<file path="config.mk">
export PLATFORM = sky130hd
export DESIGN_NAME = spill_scaler_bank
export DESIGN_NICKNAME = d
export VERILOG_FILES = /design/src/rtl/spill_scaler_pkg.sv /design/src/rtl/scaler_cell.sv /design/src/rtl/scaler_bank.sv /design/src/rtl/scaler_rd_port.sv /design/src/rtl/spill_scaler_bank.sv
export SDC_FILE = /design/constraint.sdc
export NUM_CORES = 1
export LEC_CHECK = 0
export BUFFER_PORTS_ARGS = -buffer_cell sky130_fd_sc_hd__buf_2
export CAP_MARGIN = 0
export CORE_ASPECT_RATIO = 0.7
export CORE_MARGIN = 3
export CORE_UTILIZATION = 30
export CTS_BUF_LIST = sky130_fd_sc_hd__clkbuf_4 sky130_fd_sc_hd__clkbuf_8
export DETAILED_ROUTE_END_ITERATION = 8
export PLACE_DENSITY = 0.52
export SYNTH_ARGS = -nofsm -noshare
export SYNTH_HDL_FRONTEND = slang
export SYNTH_HIERARCHICAL = 1
export SYNTH_SLANG_ARGS = --single-unit
</file>
<file path="constraint.sdc">
create_clock -name clk_i -period 7 [get_ports clk_i]
set_clock_uncertainty 0.05 [all_clocks]
set_input_delay 0 -clock clk_i [delete_from_list [all_inputs] [get_ports clk_i]]
set_output_delay 0 -clock clk_i [all_outputs]
set_load 0.1 [all_outputs]
</file>
<file path="src/rtl/spill_scaler_pkg.sv">
package spill_scaler_pkg;
  localparam int unsigned DEF_N_CH   = 8;
  localparam int unsigned DEF_PRE_W  = 32;
  localparam int unsigned DEF_POST_W = 16;
  localparam int unsigned DEF_ADDR_W = 5;

  typedef enum logic [1:0] {
    SEL_PRE  = 2'd0,
    SEL_POST = 2'd1,
    SEL_NONE = 2'd2
  } rd_sel_e;
endpackage

</file>
<file path="src/rtl/scaler_cell.sv">
module scaler_cell #(
  parameter int unsigned W = 32
) (
  input  logic         clk_i,
  input  logic         rst_ni,
  input  logic         inc_i,
  input  logic         spill_i,
  output logic [W-1:0] cnt_o,
  output logic [W-1:0] hold_o
);
  logic [W-1:0] cnt_q, cnt_d, hold_q;
  logic         sat;

  assign sat = &cnt_q;

  always_comb begin
    cnt_d = cnt_q;
    if (spill_i) begin
      // increment coincident with spill start belongs to the new spill
      cnt_d = inc_i ? W'(1) : '0;
    end else if (inc_i && !sat) begin
      cnt_d = cnt_q + W'(1);
    end
  end

  always_ff @(posedge clk_i or negedge rst_ni) begin
    if (!rst_ni) begin
      cnt_q  <= '0;
      hold_q <= '0;
    end else begin
      cnt_q <= cnt_d;
      if (spill_i) hold_q <= cnt_q;
    end
  end

  assign cnt_o  = cnt_q;
  assign hold_o = hold_q;
endmodule

</file>
<file path="src/rtl/scaler_bank.sv">
module scaler_bank #(
  parameter int unsigned N = 8,
  parameter int unsigned W = 32
) (
  input  logic                 clk_i,
  input  logic                 rst_ni,
  input  logic [N-1:0]         inc_i,
  input  logic                 spill_i,
  output logic [N-1:0][W-1:0]  cnt_o,
  output logic [N-1:0][W-1:0]  hold_o
);
  for (genvar k = 0; k < N; k++) begin : g_ch
    scaler_cell #(.W(W)) u_cell (
      .clk_i  (clk_i),
      .rst_ni (rst_ni),
      .inc_i  (inc_i[k]),
      .spill_i(spill_i),
      .cnt_o  (cnt_o[k]),
      .hold_o (hold_o[k])
    );
  end
endmodule

</file>
<file path="src/rtl/scaler_rd_port.sv">
module scaler_rd_port
  import spill_scaler_pkg::*;
#(
  parameter int unsigned N      = 8,
  parameter int unsigned PRE_W  = 32,
  parameter int unsigned POST_W = 16,
  parameter int unsigned DATA_W = 32,
  parameter int unsigned ADDR_W = 5
) (
  input  logic                     clk_i,
  input  logic                     rst_ni,
  input  logic [ADDR_W-1:0]        rd_addr_i,
  input  logic [N-1:0][PRE_W-1:0]  pre_hold_i,
  input  logic [N-1:0][POST_W-1:0] post_hold_i,
  output logic [DATA_W-1:0]        rd_data_o
);
  localparam int unsigned CH_W = (N > 1) ? $clog2(N) : 1;

  rd_sel_e             sel;
  logic [CH_W-1:0]     ch;
  logic [ADDR_W-1:0]   hi_bits;
  logic [DATA_W-1:0]   word;
  logic [DATA_W-1:0]   rd_q;

  assign ch      = rd_addr_i[CH_W-1:0];
  assign hi_bits = rd_addr_i >> (CH_W + 1);

  always_comb begin
    if (hi_bits != '0)         sel = SEL_NONE;
    else if (rd_addr_i[CH_W])  sel = SEL_POST;
    else                       sel = SEL_PRE;
  end

  always_comb begin
    word = '0;
    unique case (sel)
      SEL_PRE:  word[PRE_W-1:0]  = pre_hold_i[ch];
      SEL_POST: word[POST_W-1:0] = post_hold_i[ch];
      default:  word = '0;
    endcase
  end

  always_ff @(posedge clk_i or negedge rst_ni) begin
    if (!rst_ni) rd_q <= '0;
    else         rd_q <= word;
  end

  assign rd_data_o = rd_q;
endmodule

</file>
<file path="src/rtl/spill_scaler_bank.sv">
module spill_scaler_bank
  import spill_scaler_pkg::*;
#(
  parameter int unsigned N_CH   = DEF_N_CH,
  parameter int unsigned PRE_W  = DEF_PRE_W,
  parameter int unsigned POST_W = DEF_POST_W,
  parameter int unsigned ADDR_W = DEF_ADDR_W,
  localparam int unsigned DATA_W = (PRE_W > POST_W) ? PRE_W : POST_W
) (
  input  logic              clk_i,
  input  logic              rst_ni,
  input  logic [N_CH-1:0]   pre_inc_i,
  input  logic [N_CH-1:0]   post_inc_i,
  input  logic              spill_i,
  input  logic [ADDR_W-1:0] rd_addr_i,
  output logic [DATA_W-1:0] rd_data_o
);
  logic [N_CH-1:0][PRE_W-1:0]  pre_cnt, pre_hold;
  logic [N_CH-1:0][POST_W-1:0] post_cnt, post_hold;

  scaler_bank #(.N(N_CH), .W(PRE_W)) u_pre (
    .clk_i  (clk_i),
    .rst_ni (rst_ni),
    .inc_i  (pre_inc_i),
    .spill_i(spill_i),
    .cnt_o  (pre_cnt),
    .hold_o (pre_hold)
  );

  scaler_bank #(.N(N_CH), .W(POST_W)) u_post (
    .clk_i  (clk_i),
    .rst_ni (rst_ni),
    .inc_i  (post_inc_i),
    .spill_i(spill_i),
    .cnt_o  (post_cnt),
    .hold_o (post_hold)
  );

  scaler_rd_port #(
    .N(N_CH), .PRE_W(PRE_W), .POST_W(POST_W), .DATA_W(DATA_W), .ADDR_W(ADDR_W)
  ) u_rd (
    .clk_i      (clk_i),
    .rst_ni     (rst_ni),
    .rd_addr_i  (rd_addr_i),
    .pre_hold_i (pre_hold),
    .post_hold_i(post_hold),
    .rd_data_o  (rd_data_o)
  );
endmodule

</file>
# [Yosys cells after proc, flatten, opt, wreduce, memory -nomap -nowiden]
# Index checks and enable logic that the tools add are counted.
[totals] regBits=800 inputBits=24 out_inout_bits=32 word_cells=172
[op_classes] n_addsub=16 magnitude_cmp=1 n_eq_ne=1 mux=56 n_reduce_logical=65
[ops] operator="32-bit two-way mux" n=17
[ops] operator="16-bit two-way mux" n=18
[ops] operator="32-bit by 1-bit adder with 32-bit output, second input constant" n=8
[ops] operator="32-bit AND reduction" n=8
[ops] operator="16-bit by 1-bit adder with 16-bit output, second input constant" n=8
[ops] operator="16-bit AND reduction" n=8
[ops] operator="32-bit binary-select mux with 3-bit select" n=1
[ops] operator="16-bit binary-select mux with 3-bit select" n=1
[ops] operator="16-bit case mux with 2 select lines" n=1
[ops] operator="2-bit nonzero test" n=16
[ops] operator="1-bit two-way mux" n=17
[ops] operator="1-bit logical AND" n=16
[ops] operator="1-bit zero test" n=16
[ops] operator="3-bit by 4-bit < comparator with 1-bit output, second input constant" n=1
[ops] operator="2-bit by 1-bit == test with 1-bit output, second input constant" n=1
[ops] operator="2-bit zero test" n=1
[ops] operator="2-bit two-way mux" n=1

# [Depth between registers and ports, before layout]
[depth] word_depth=5 ltp_mapped=8 mapped_depth_nobuf=6

# [By module]
# The synthesis kept the hierarchy.
[by_module_without_submodules] module="scaler_cell at u_pre.g_ch[0].u_cell ..." instances=7 cells_per_inst=263 area_per_inst_um2=2979.1 seq_area_each_um2=1601.5
[by_module_without_submodules] module="scaler_cell at u_post.g_ch[0].u_cell ..." instances=8 cells_per_inst=142 area_per_inst_um2=1586.5 seq_area_each_um2=800.8
[by_module_without_submodules] module="scaler_rd_port" instances=1 cells_per_inst=360 area_per_inst_um2=4011.3 seq_area_each_um2=800.8
[by_module_without_submodules] module="scaler_cell at u_pre.g_ch[3].u_cell" instances=1 cells_per_inst=259 area_per_inst_um2=2937.8 seq_area_each_um2=1601.5

# [Worst setup path after synthesis]
# No wires, ideal clock.
[synth_timing] path_type="register -> register" startpoint="register u_pre.g_ch[0].u_cell.cnt_q[0]" endpoint="register u_pre.g_ch[0].u_cell.cnt_q[1]" arrival_time_ns=2.066 required_time_ns=6.818 setup_slack_ns=4.752 stages_incl_launch_ff=9 path_buffers=2 path_cell_list="dfrtp_1 ha_1 nand4_1 nor4_2 a31o_2 buf_2 buf_4 mux2i_1 nor2_1"
[synth_between] elab_chain_len=4 word_cells_on_any_way=7 classes_between="add/sub (1); mux (2); reduce/logical (4)"
[synth_lines] element="start: declaration" line_no="scaler_cell.sv:11" source="logic [W-1:0] cnt_q, cnt_d, hold_q;"
[synth_lines] element="start signal: assignment" line_no="scaler_cell.sv:31" source="cnt_q <= cnt_d;"
[synth_lines] element="branches (longest 4 deep; another with 32-bit by 1-bit adder with 32-bit output)"
# Several ways; the timed one is not identified. The select of a mux whose other input is x is not followed.
# A chain may end at the register's enable or synchronous reset.

# [Worst setup path in the final report]
[layout_timing] startpoint="register u_post.g_ch[0].u_cell.cnt_q[0]" endpoint="register u_post.g_ch[0].u_cell.cnt_q[1]"
[layout_between] elab_chain_len=4 word_cells_on_any_way=7 classes_between="add/sub (1); mux (2); reduce/logical (4)"
[layout_lines] element="start: declaration" line_no="scaler_cell.sv:11"
[layout_lines] element="start signal: assignment" line_no="scaler_cell.sv:31"
[layout_lines] element="branches (longest 4 deep; another with 16-bit by 1-bit adder with 16-bit output)"
# Several ways; the timed one is not identified. The select of a mux whose other input is x is not followed.

==> reports/summary.md <==
Finish
* 13400 — final-layout fill cell count
* 3671 — net count reported at finish
* 11.4% — Layout area overhead
* 25.2% — fraction of layout instances using a drive strength above 1

Timing
* 0 — Final setup violation count
* 0 — final hold violation count
* 2860 ps — minimum period implied by the final worst setup slack
* 0 ps — sum of negative setup slack
* 4140 ps — worst setup slack after layout
* 350 MHz — top achievable clock speed
* no — unrepaired setup endpoints after global routing
* 0 — max-slew violation count
* 27.3% — max-slew headroom at the worst pin
* 1090 ps — slew at the pin with the worst max-slew slack
* 40.9% — fin crit share

Drt
* 2597 — violation count after the first detailed-route iteration
* 7 — TritonRoute pass-1 iters
* 0 — residual antenna-violating net count after detailed routing
* 5.36 — number of vias per cell after detailed routing
* 0 — DRC viols
* 29500 — overall via count from detail_route
* 21.0 µm — average wire per standard cell
* 116 mm — final wirelength

Synthesis
* 3596 — gate count after technology mapping
* sky130_fd_sc_hd__dfrtp_1 — dominant register cell in the synthesized netlist
* 49.4% — sequential-to-total area share from yosys stat
* 0 — number of flops mapped to enable cells by yosys
* 11.3 µm² — average cell area after synthesis
* 0.0405 mm² — post-synthesis instance area
* 100% — Post-synth ARST share
* 6 — Syn. warnings
* 800 — FF+latch count, synth
* 3636 — net count after synthesis
* 61 — number of distinct standard cells referenced by the synthesized netlist

Worst setup path
* flop — endpoint kind of the worst setup timing path
* simple AND/OR/NAND/NOR gates — category of cells accounting for the largest share of critical-path delay
* flop — CP startpoint kind
* 7650 ps — CP required
* 740 ps — critical path's largest stage delay
* ha_1 > nand4_1 > nor4_4 > nand3b_1 > a21oi_1 > dlygate4sd3_1 — critical-path cell list
* reg -> reg — type of the worst setup path
* 3510 ps — Worst EP arrival
* 1 — number of buffer and inverter stages on the critical path
* 13 — critical-path maximum fanout
* sky130_fd_sc_hd__nor4_4 — cell with the biggest individual delay on the critical path

Floorplan
* 56 — num ports
* 0.139 mm² — Die Area
* 313 µm — floorplan die height
* 112 — site row count
* 0.134 mm² — core region area
* 445 µm — die boundary width
* 30.3% — starting utilization of the core area

Placement
* 0.835 — Routability Congestion
* 79.2 mm — sum of net half-perimeters after detailed placement
* 4170 ps — worst slack, placed
* 55 — buffers added on ports

Min path
* in -> reg — class of the most critical hold timing path

GRT
* 5 — initial antenna violation count
* 186 — pin count of the biggest net entering global routing
* 177 mm — first-pass GRT wire length
* 16.3% — GRT Util Overall
* 27300 — via count of the first global-routing pass
* 0 — total gr overflow

Clocking
* 3 — clk buf depth
* 800 — sink count of the clock tree
* sky130_fd_sc_hd__clkbuf_8 — CTS Root Cell
* 0 — total setup buffers inserted after CTS
* 820 ps — clock latency on the worst-skew pair
* 60 ps — clock-pin slew on the worst setup and hold paths
* 133 — number of buffers created by CTS
* done — clock tree from TritonCTS
* 4 — maximum level of the CTS H-tree

Status
* completed — run status

Flow run
* 0 — Max Cap Violations

Pwr
* 18.7 nW — leakage power of the design
* 218 mW/mm² — power density over the cells
* 168 µV — highest ir drop seen on vdd

==> synthesized netlist by cell type (9+ instances only) <==
cell | n | area share (%)
sky130_fd_sc_hd__a2111o_1 | 9 | 0.25
sky130_fd_sc_hd__a2111oi_0 | 10 | 0.22
sky130_fd_sc_hd__a211o_1 | 14 | 0.30
sky130_fd_sc_hd__a211oi_1 | 24 | 0.44
sky130_fd_sc_hd__a21oi_1 | 252 | 3.1
sky130_fd_sc_hd__a22oi_1 | 25 | 0.46
sky130_fd_sc_hd__a311oi_1 | 10 | 0.22
sky130_fd_sc_hd__a31o_2 | 9 | 0.19
sky130_fd_sc_hd__and2_1 | 17 | 0.26
sky130_fd_sc_hd__and3_1 | 27 | 0.42
sky130_fd_sc_hd__and4_1 | 22 | 0.48
sky130_fd_sc_hd__and4_2 | 17 | 0.42
sky130_fd_sc_hd__buf_2 | 27 | 0.33
sky130_fd_sc_hd__buf_4 | 32 | 0.59
sky130_fd_sc_hd__buf_6 | 54 | 1.5
sky130_fd_sc_hd__clkbuf_1 | 86 | 0.80
sky130_fd_sc_hd__dfrtp_1 | 800 | 49
sky130_fd_sc_hd__ha_1 | 16 | 0.49
sky130_fd_sc_hd__inv_1 | 48 | 0.44
sky130_fd_sc_hd__mux2_2 | 414 | 12
sky130_fd_sc_hd__mux2i_1 | 88 | 2.2
sky130_fd_sc_hd__mux4_2 | 64 | 3.6
sky130_fd_sc_hd__nand2_1 | 246 | 2.3
sky130_fd_sc_hd__nand2b_1 | 16 | 0.25
sky130_fd_sc_hd__nand3_1 | 126 | 1.6
sky130_fd_sc_hd__nand3b_1 | 16 | 0.30
sky130_fd_sc_hd__nand4_1 | 148 | 2.3
sky130_fd_sc_hd__nor2_1 | 184 | 1.7
sky130_fd_sc_hd__nor2b_1 | 55 | 0.85
sky130_fd_sc_hd__nor3_1 | 48 | 0.59
sky130_fd_sc_hd__nor4_1 | 25 | 0.39
sky130_fd_sc_hd__nor4_2 | 29 | 0.90
sky130_fd_sc_hd__o2111ai_1 | 10 | 0.22
sky130_fd_sc_hd__o211ai_1 | 13 | 0.24
sky130_fd_sc_hd__o21ai_0 | 119 | 1.5
sky130_fd_sc_hd__o21ai_1 | 35 | 0.43
sky130_fd_sc_hd__o31ai_1 | 79 | 1.5
sky130_fd_sc_hd__or2_2 | 17 | 0.26
sky130_fd_sc_hd__or3_1 | 107 | 1.7
sky130_fd_sc_hd__or3_2 | 25 | 0.46
sky130_fd_sc_hd__or4_1 | 85 | 1.6
sky130_fd_sc_hd__or4_4 | 14 | 0.39
sky130_fd_sc_hd__xnor2_1 | 34 | 0.74
sky130_fd_sc_hd__xor2_1 | 15 | 0.32
==> worst min-delay path: stages <==
cell and delay (ps):
sky130_fd_sc_hd__dlygate4sd3_1 550, sky130_fd_sc_hd__buf_2 190, sky130_fd_sc_hd__nand3b_1 100, sky130_fd_sc_hd__a21oi_1 60
==> placed cells by master, fill, tap and decap left out, types with 51 or more instances in the layout <==
| master | n |
|---|---|
| sky130_fd_sc_hd__nand3_1 | 126 |
| sky130_fd_sc_hd__o21ai_0 | 119 |
| sky130_fd_sc_hd__buf_2 | 51 |
| sky130_fd_sc_hd__nor2_1 | 183 |
| sky130_fd_sc_hd__nand2_1 | 246 |
| sky130_fd_sc_hd__mux2_2 | 414 |
| sky130_fd_sc_hd__nor2b_1 | 55 |
| sky130_fd_sc_hd__o31ai_1 | 79 |
| sky130_fd_sc_hd__or3_1 | 107 |
| sky130_fd_sc_hd__clkbuf_8 | 164 |
| sky130_fd_sc_hd__dfrtp_1 | 800 |
| sky130_fd_sc_hd__mux2i_1 | 88 |
| sky130_fd_sc_hd__a21oi_1 | 252 |
| sky130_fd_sc_hd__nand4_1 | 148 |
| sky130_fd_sc_hd__mux4_2 | 64 |
| sky130_fd_sc_hd__or4_1 | 85 |
==> through the flow <==
step	power (W)	cells	area, µm²	hold slack [ps]	utilization, %
after floorplan	0.00520	3596	40500	-346	-
after CTS	0.00999	5494	45100	0.618	33.7
after global placement	0.00543	5225	41900	83.4	31.3
after detailed placement	0.00544	5225	41900	82.5	31.3
after global routing	0.0103	5497	45100	57.1	33.7
final	0.00982	5498	45100	78.9	33.7
==> layout make-up <==
class | count | area [µm²] | share of cell area (%)
flip-flops and latches | 800 | 20000 | 44.4
multi-input cells | 2534 | 18900 | 41.9
clock buffers | 200 | 2520 | 5.59
well taps | 1767 | 2210 | 4.90
repair buffers | 114 | 962 | 2.13
clock inverters | 31 | 299 | 0.663
inverters | 48 | 180 | 0.400
diodes | 4 | 10.0 | 0.0222
==> timing repair <==
action,in CTS,in global routing
hold endpoints to repair,755,0
hold buffers,38,0
gates resized for setup,0,0
==> logic make-up (layout without fill, tap and decap cells) <==
| kind of cell | Yosys count | in the layout | share of synthesized area, % |
|---|---|---|---|
| simple gates | 1257 | 1257 | 18.1 |
| flops | 800 | 800 | 49.4 |
| compound gates | 646 | 646 | 9.79 |
| mux | 566 | 566 | 17.2 |
| buf+inv | 262 | 393 | 3.91 |
| xor+xnor | 49 | 49 | 1.06 |
| fa+ha+maj | 16 | 16 | 0.494 |
| other cells | 0 | 4 | 0 |
==> report_power, final <==
group | switching (W) | total [W] | internal [W]
clock | 0.00203 | 0.00446 | 0.00243
sequential | 0.0000907 | 0.00478 | 0.00469
combinational | 0.000398 | 0.000585 | 0.000188
==> metal layers <==
layer,wire [µm],track usage (%)
met5,0,0
met3,5670,2.44
met2,46000,21.3
met4,2860,5.07
met1,61100,26.8
==> registers in the layout (all words and copies together), names as in the netlist <==
name                       count
u_post/g_ch.u_cell/cnt_o     128
u_post/g_ch.u_cell/hold_o    128
u_pre/g_ch.u_cell/cnt_o      256
u_pre/g_ch.u_cell/hold_o     256
u_rd/rd_data_o                32
==> path summary, 6_finish.rpt <==
check	startpoint	end	slack [ps]	cells past startpoint
min in group asynchronous	rst_ni	u_post/g_ch[6].u_cell/cnt_o[15]	420	4
worst min-delay path	post_inc_i[2]	u_post/g_ch[2].u_cell/cnt_o[1]	80	4
worst min register to register	u_pre/g_ch[3].u_cell/hold_o[18]	u_pre/g_ch[3].u_cell/hold_o[18]	450	1
max in group asynchronous	rst_ni	u_pre/g_ch[7].u_cell/cnt_o[7]	5250	5
worst max register to register	u_post/g_ch[0].u_cell/cnt_o[0]	u_post/g_ch[0].u_cell/cnt_o[1]	4140	6
worst max-delay path	u_post/g_ch[0].u_cell/cnt_o[0]	u_post/g_ch[0].u_cell/cnt_o[1]	4140	6
Power figures use the tool's default switching activity.
